<file path="src/rtl/gpio4_pkg.sv">
package gpio4_pkg;
  localparam int NPINS = 4;
  localparam int DW    = 8;
  localparam int AW    = 2;

  typedef enum logic [AW-1:0] {
    SEL_DIR  = 2'd0,
    SEL_DAT  = 2'd1,
    SEL_PIN  = 2'd2,
    SEL_NONE = 2'd3
  } reg_sel_e;

  // Per-bit choice between stored data and sampled pin level
  function automatic logic [NPINS-1:0] pin_view(input logic [NPINS-1:0] dir,
                                                input logic [NPINS-1:0] dat,
                                                input logic [NPINS-1:0] smp);
    return (dir & dat) | (~dir & smp);
  endfunction

  // Value placed on a pin given mode, enable, data and address line
  function automatic logic drive_bit(input logic amode, input logic en,
                                     input logic d, input logic a);
    return en & (amode ? a : d);
  endfunction

  // Widen a nibble to a bus byte, padding unused bits with ones
  function automatic logic [DW-1:0] pad_ones(input logic [NPINS-1:0] v);
    return {{(DW-NPINS){1'b1}}, v};
  endfunction
endpackage

</file>
<file path="src/rtl/gpio4_sync.sv">
module gpio4_sync #(
  parameter int W      = 4,
  parameter int STAGES = 2
) (
  input  logic         clk,
  input  logic         por_n,
  input  logic [W-1:0] din,
  output logic [W-1:0] dout
);
  localparam int LAST = STAGES - 1;

  for (genvar i = 0; i < W; i++) begin : g_bit
    logic [STAGES-1:0] chain;
    always_ff @(posedge clk or negedge por_n) begin
      if (!por_n) chain <= '0;
      else        chain <= {chain[STAGES-2:0], din[i]};
    end
    assign dout[i] = chain[LAST];
  end
endmodule

</file>
<file path="src/rtl/gpio4_regs.sv">
module gpio4_regs
  import gpio4_pkg::*;
#(
  parameter int W = NPINS
) (
  input  logic         clk,
  input  logic         por_n,
  input  logic         hw_stby,
  input  logic         hold_req,
  input  logic         wr_dir,
  input  logic         wr_dat,
  input  logic [DW-1:0] wdata,
  output logic [W-1:0] dir_q,
  output logic [W-1:0] dat_q
);
  logic dir_load, dat_load, clr_ev, hold_ev;

  assign clr_ev   = hw_stby;
  assign hold_ev  = hold_req & ~hw_stby;
  assign dir_load = wr_dir & ~hold_req & ~hw_stby;
  assign dat_load = wr_dat & ~hold_req & ~hw_stby;

  always_ff @(posedge clk or negedge por_n) begin
    if (!por_n) begin
      dir_q <= '0;
      dat_q <= '0;
    end else if (clr_ev) begin
      dir_q <= '0;
      dat_q <= '0;
    end else begin
      if (dir_load) dir_q <= wdata[W-1:0];
      if (dat_load) dat_q <= wdata[W-1:0];
    end
  end

  assert_stby_clear_R2: assert property (@(posedge clk) disable iff (!por_n)
    hw_stby |=> (dir_q == '0 && dat_q == '0));

  assert_hold_keeps_R3: assert property (@(posedge clk) disable iff (!por_n)
    hold_ev |=> ($stable(dir_q) && $stable(dat_q)));

  assert_dat_write_R4: assert property (@(posedge clk) disable iff (!por_n)
    dat_load |=> (($past(wdata) & {{(DW-W){1'b0}}, {W{1'b1}}}) == {{(DW-W){1'b0}}, dat_q}));

  assert_dir_write_R5: assert property (@(posedge clk) disable iff (!por_n)
    dir_load |=> (($past(wdata) & {{(DW-W){1'b0}}, {W{1'b1}}}) == {{(DW-W){1'b0}}, dir_q}));
endmodule

</file>
<file path="src/rtl/gpio4_pinmux.sv">
module gpio4_pinmux
  import gpio4_pkg::*;
#(
  parameter int W = NPINS
) (
  input  logic         amode,
  input  logic [W-1:0] dir,
  input  logic [W-1:0] dat,
  input  logic [W-1:0] addr,
  output logic [W-1:0] oe,
  output logic [W-1:0] out
);
  for (genvar i = 0; i < W; i++) begin : g_pin
    assign oe[i]  = dir[i];
    assign out[i] = drive_bit(amode, dir[i], dat[i], addr[i]);
  end
endmodule

</file>
<file path="src/rtl/gpio4_port.sv">
module gpio4_port
  import gpio4_pkg::*;
(
  input  logic              clk,
  input  logic              por_n,
  input  logic              man_rst,
  input  logic              hw_stby,
  input  logic              sw_stby,
  input  logic              addr_mode,
  input  logic [AW-1:0]     bus_addr,
  input  logic              bus_wr,
  input  logic [DW-1:0]     bus_wdata,
  output logic [DW-1:0]     bus_rdata,
  input  logic [NPINS-1:0]  addr_in,
  input  logic [NPINS-1:0]  pin_in,
  output logic [NPINS-1:0]  pin_oe,
  output logic [NPINS-1:0]  pin_out
);
  localparam int SYNC_STAGES = 2;

  reg_sel_e         sel;
  logic             wr_dir_ev, wr_dat_ev, wr_ro_ev, hold_req;
  logic [NPINS-1:0] dir_q, dat_q, smp;

  assign sel       = reg_sel_e'(bus_addr);
  assign hold_req  = man_rst | sw_stby;
  assign wr_dir_ev = bus_wr & (sel == SEL_DIR);
  assign wr_dat_ev = bus_wr & (sel == SEL_DAT);
  assign wr_ro_ev  = bus_wr & ((sel == SEL_PIN) | (sel == SEL_NONE));

  gpio4_regs #(.W(NPINS)) u_regs (
    .clk      (clk),
    .por_n    (por_n),
    .hw_stby  (hw_stby),
    .hold_req (hold_req),
    .wr_dir   (wr_dir_ev),
    .wr_dat   (wr_dat_ev),
    .wdata    (bus_wdata),
    .dir_q    (dir_q),
    .dat_q    (dat_q)
  );

  gpio4_sync #(.W(NPINS), .STAGES(SYNC_STAGES)) u_sync (
    .clk   (clk),
    .por_n (por_n),
    .din   (pin_in),
    .dout  (smp)
  );

  gpio4_pinmux #(.W(NPINS)) u_mux (
    .amode (addr_mode),
    .dir   (dir_q),
    .dat   (dat_q),
    .addr  (addr_in),
    .oe    (pin_oe),
    .out   (pin_out)
  );

  always_comb begin
    unique case (sel)
      SEL_DAT: bus_rdata = pad_ones(dat_q);
      SEL_PIN: bus_rdata = pad_ones(pin_view(dir_q, dat_q, smp));
      default: bus_rdata = '1;
    endcase
  end

  assert_ro_write_R7: assert property (@(posedge clk) disable iff (!por_n)
    (wr_ro_ev && !hw_stby) |=> ($stable(dir_q) && $stable(dat_q)));

  assert_gp_drive_R8: assert property (@(posedge clk) disable iff (!por_n)
    !addr_mode |-> ((pin_out == (dat_q & pin_oe)) && (pin_oe == dir_q)));

  assert_addr_drive_R9: assert property (@(posedge clk) disable iff (!por_n)
    addr_mode |-> ((pin_out == (addr_in & pin_oe)) && (pin_oe == dir_q)));

  assert_por_clear_R1: assert property (@(posedge clk)
    !por_n |-> (pin_oe == '0 && pin_out == '0));
endmodule

</file>
<file path="config.mk">
export PLATFORM = sky130hd
export DESIGN_NAME = gpio4_port
export DESIGN_NICKNAME = d
export VERILOG_FILES = /design/src/rtl/gpio4_pkg.sv /design/src/rtl/gpio4_sync.sv /design/src/rtl/gpio4_regs.sv /design/src/rtl/gpio4_pinmux.sv /design/src/rtl/gpio4_port.sv
export SDC_FILE = /design/constraint.sdc
export NUM_CORES = 1
export LEC_CHECK = 0
export ABC_AREA = 1
export BUFFER_PORTS_ARGS = -buffer_cell sky130_fd_sc_hd__buf_2
export CAP_MARGIN = 20
export CELL_PAD_IN_SITES_DETAIL_PLACEMENT = 1
export CELL_PAD_IN_SITES_GLOBAL_PLACEMENT = 1
export CORE_AREA = 5 5 56 58
export CTS_CLUSTER_SIZE = 16
export DETAILED_ROUTE_END_ITERATION = 7
export DIE_AREA = 0 0 61 63
export GPL_ROUTABILITY_DRIVEN = 0
export HOLD_SLACK_MARGIN = 0.1
export PLACE_DENSITY = 0.8
export RECOVER_POWER = 100
export SYNTH_ARGS = -nofsm -noshare
export SYNTH_HDL_FRONTEND = slang
export SYNTH_SLANG_ARGS = --single-unit
</file>
<file path="constraint.sdc">
create_clock -name clk -period 0.9 [get_ports clk]
set_input_delay 0.045 -clock clk [delete_from_list [all_inputs] [get_ports clk]]
set_output_delay 0.045 -clock clk [all_outputs]
set_load 0.03 [all_outputs]
</file>
# Yosys cells after proc, flatten, opt, wreduce, memory -nomap -nowiden

Index checks and enable logic that the tools add are counted.

Output and inout port bits: 16
Input bits: 25
Word-level logic and storage cells: 37
Bits in registers: 16

Equality and inequality tests: 2
Reductions and logical operators: 3
Bitwise operators: 17
Multiplexer cells: 9

Operators by type and width:

| kind                                           | count |
|---|---|
| two-way mux 4 bit                              | 4 |
| AND 1 bit                                      | 10 |
| AND 4 bit                                      | 2 |
| one-hot mux 4 bit (2 select lines)             | 1 |
| two-way mux 1 bit                              | 4 |
| NOT 4 bit                                      | 1 |
| OR 4 bit                                       | 1 |
| nonzero test 2 bit                             | 2 |
| == test 2 x 1 -> 1 bit (second input constant) | 1 |
| == test 2 bit (second input constant)          | 1 |
| logical NOT 2 bit                              | 1 |
| NOT 1 bit                                      | 2 |
| OR 1 bit                                       | 1 |

# Depth between registers and ports, before layout

Depth in word-level cells: 6
Mapped depth: 7
Depth with buffers taken out: 7

# Hierarchy

From an unflattened synthesis, not the netlist that was laid out.

Cell total of the unflattened synthesis: 133
Area total of the unflattened synthesis: 950.9 µm²

By module, submodules not included:

| module       | cells each | seq. area each (µm²) | area an instance (µm²) | instances |
|---|---|---|---|---|
| gpio4_regs   | 48         | 200.2                | 370.4                  | 1 |
| gpio4_port   | 48         | 0.0                  | 234.0                  | 1 |
| gpio4_sync   | 12         | 200.2                | 230.2                  | 1 |
| gpio4_pinmux | 25         | 0.0                  | 116.4                  | 1 |

# Worst setup path after synthesis

OpenSTA, ideal clock, no wires.

Path type: register -> output
Start point: register u_regs.dir_q[1]
End point: output pin_out[1]
Data required time: 0.855 ns
Data arrival time: 1.172 ns
Cell stages (with the launch flop): 3
Path buffers: 0
Setup slack: -0.317 ns
Cells stage by stage: dfrtp_1 o21ai_0 a21oi_1

Longest elaborated chain between the ends: 1

RTL lines:

| what                   | RTL line         | RTL |
|---|---|---|
| from (decl)            | gpio4_regs.sv:13 | `output logic [W-1:0] dir_q,` |
| from (signal assigned) | gpio4_regs.sv:31 | `if (dir_load) dir_q <= wdata[W-1:0];` |
| AND 1 bit              | gpio4_pkg.sv:23  | `return en & (amode ? a : d);` |
| to (decl)              | gpio4_port.sv:17 | `output logic [NPINS-1:0] pin_out` |

No other way between the ends.

# Final worst setup path

Start point: register u_regs.dat_q[1]
End point: output pin_out[1]

Longest elaborated chain between the ends: 2

RTL lines:

| what                   | RTL line         | RTL |
|---|---|---|
| from (decl)            | gpio4_regs.sv:14 | `output logic [W-1:0] dat_q` |
| from (signal assigned) | gpio4_regs.sv:32 | `if (dat_load) dat_q <= wdata[W-1:0];` |
| two-way mux 1 bit      | gpio4_pkg.sv:23  |  |
| AND 1 bit              | gpio4_pkg.sv:23  |  |

No other way between the ends.

==> flow_metrics.tcl <==
set metrics [dict create \
    wirelength_mm 3.38 \
    via_per_inst 4.84 \
    final_cells 193 \
    grt_usage_pct 17.5 \
    setup_ws_ns -0.372 \
    drt_iter0_drc 29 \
    hold_violations 0 \
    wl_per_cell_um 17.5 \
    ctsHtreeMaxLevel 1 \
    hpwlAfterDp_mm 1.97 \
    cap_violations 0 \
    grt_pass1_wl_mm 4.97 \
    cts_buffers 3 \
    max_freq_mhz 786 \
    nets 191 \
    min_from "man_rst" \
    rsz0062_at_grt "true" \
    layout_commonest_cell "buf_2" \
    start_util_pct 32.4 \
    numPortBuffers 32 \
    die_w_um 61 \
    syn_area_um2 848 \
    seq_area_frac_synth_pct 47.2 \
    crit_path_start_kind "register" \
    path_class "reg -> out" \
    cp.required_ns 0.85 \
    cp-end-kind "output port" \
    ys_types 16 \
    cts_tree "done" \
    slew_violations 0 \
    rows 19 \
    drc 0 \
    min_period_over_period_pct 141 \
    power_mw 1.69 \
    clockPowerShare_pct 29.3 \
    dp_slack_ns -0.282 \
    p_leak_nw 0.766 \
    cell_internal_pwr_mw 1.18 \
    crit_arrival_ns 1.23 \
    first_pass_iters 5 \
    violations "setup timing" \
    ir_drop_v 0.00115 \
    hp-class "in -> reg" \
    multiInputGateArea_um2 482 \
    worstSetupStartpoint "u_regs.dat_q[1]$_DFFE_PN0P_" \
    cp_top_family "flip-flops" \
    clk-insertion-delay-late_ns 0.29 \
    p_switching_mw 0.514 \
    swShare_pct 30.3 \
    dieHeight_um 63 \
    p_seq_share_pct 44.5 \
    final_cell_mix "18 x buf_2, 17 x buf_4, 15 x nand3_1, 15 x buf_6, 14 x nand2_1" \
    grt_pass1_vias 1022 \
    core_um2 2620 \
    drive_gt1_share_pct 54.9 \
    register_area_um2 405 \
    postSynthAreaPerCell_um2 8.57 \
    dp_cells 176 \
    path_clk_slew_ns 0.10 \
    crit_path_max_fanout 3 \
    nFillCells 304 \
    skew_ns 0.000216 \
    final_antenna_net_count 0 \
    r2r_start "u_regs.dir_q[3]$_DFFE_PN0P_" \
    die_area_um2 3840 \
    crit_chain "inv_2, buf_6, a21oi_4, buf_6" \
    period_minus_slack_ns 1.27 \
    clockBufferDepth 2 \
    cpPeakStageDelay_ns 0.43 \
    powerDensity_nw_per_um2 1130 \
    combPwrFrac_pct 26.2 \
    top_level_ports 41 \
    antenna-diode-count 0 \
    critPathMostFrequentCell "buf_6" \
    antenna_found_initial 0 \
    cts.sinks 16 \
    synthCells 99 \
    holdWs_ns 0.0967 \
    overflow 0 \
    cts_root_buffer "clkbuf_4" \
    slowest_stage "dfrtp_1" \
    yosysWarnings 0 \
    ys_ff_latch 16 \
    setup_viol 20 \
    via_count 935 \
    grt_max_degree 17 \
    area_delta_synth_final_pct 76.8 \
    worst-path-buf-inv 3 \
    run_status "complete, but fails checks" \
]
power groups by stage:
stage	clock network, mW	logic [mW]	registers [mW]
2_1_floorplan	0	0.214	0.767
5_1_grt	0.538	0.477	0.756
3_5_place_dp	0	0.361	0.765
4_1_cts	0.484	0.434	0.751
3_3_place_gp	0	0.352	0.764
6_report	0.497	0.443	0.753
cell usage after synthesis:
master,n,area share [%]
dfrtp_1,16,47
nand2_1,18,8.0
a21oi_1,4,2.4
conb_1,1,0.44
o21ai_1,4,2.4
a21boi_0,4,3.5
nand3_1,16,9.4
inv_1,10,4.4
ha_1,3,4.4
nand2_4,2,2.7
inv_2,3,1.3
nor2_8,1,2.4
nor2_1,8,3.5
o21ai_0,4,2.4
buf_4,4,3.5
bufinv_8,1,2.1
worst register-to-register path: cells and delay by family, from the launching register on:
kind                   cells  cell delay (ns)
DFF                        1             0.46
and+or+nand+nor            2             0.16
buffers and inverters      2             0.29
per-layer routing:
metal  part of all wire, %  global-route usage [%]  up-vias
met5                     0                       0        -
met2                    56                    31.3       30
met3                   4.1                    2.27        6
met4                   1.9                    5.69        0
met1                    38                    20.7      461
li1                      -                       -      438
cell type report:
type | count | share of cell area, %
multi-input cells | 68 | 32.1
repair buffers | 60 | 32.1
flip-flops and latches | 16 | 27.0
inverters | 14 | 3.75
well taps | 31 | 2.59
clock buffers | 4 | 2.42
state kept, by name (all words and copies together) (netlist names):
register,count
u_regs.dir_q,4
u_sync.g_bit.chain,8
u_regs.dat_q,4
cells by family after synthesis:
family                     share of synthesized area (%)
DFF                                                 47.2
adders and majority gates                           4.43
and+or+nand+nor                                     26.0
buffers and inverters                               11.4
AOI/OAI and AO/OA                                   10.6
other                                              0.442
stage by stage:
step | TNS [ns] | utilization [%] | instance area, um^2
3_5_place_dp | -1.36 | 46.1 | 1210
2_1_floorplan | -0.106 | - | 925
5_1_grt | -4.36 | 57.4 | 1500
3_3_place_gp | -1.07 | 46.1 | 1210
4_1_cts | -2.77 | 55.3 | 1450
6_report | -3.55 | 57.4 | 1500
timing repair:
action	4_1_cts	5_1_grt
setup buffers	2	5
endpoints found under the hold margin	25	0
pin swaps	5	4
endpoints found under the setup margin	12	15
gates resized for setup	34	16
hold buffers	9	0
final timing paths:
| kind | endpoint | slack [ns] | cells past startpoint |
|---|---|---|---|
| worst max-delay path | pin_out[1] | -0.37 | 4 |
| worst min-delay path | u_regs.dat_q[1]$_DFFE_PN0P_ | 0.1 | 4 |
| worst max register to register | u_regs.dir_q[3]$_DFFE_PN0P_ | -0.11 | 4 |
| worst min register to register | u_sync.g_bit[0].chain[1]$_DFF_PN0_ | 0.36 | 0 |
| max in group asynchronous | u_regs.dir_q[0]$_DFFE_PN0P_ | 0.37 | 2 |
| min in group asynchronous | u_regs.dir_q[2]$_DFFE_PN0P_ | 0.21 | 2 |
No activity file was read; power rests on OpenSTA's default activity.
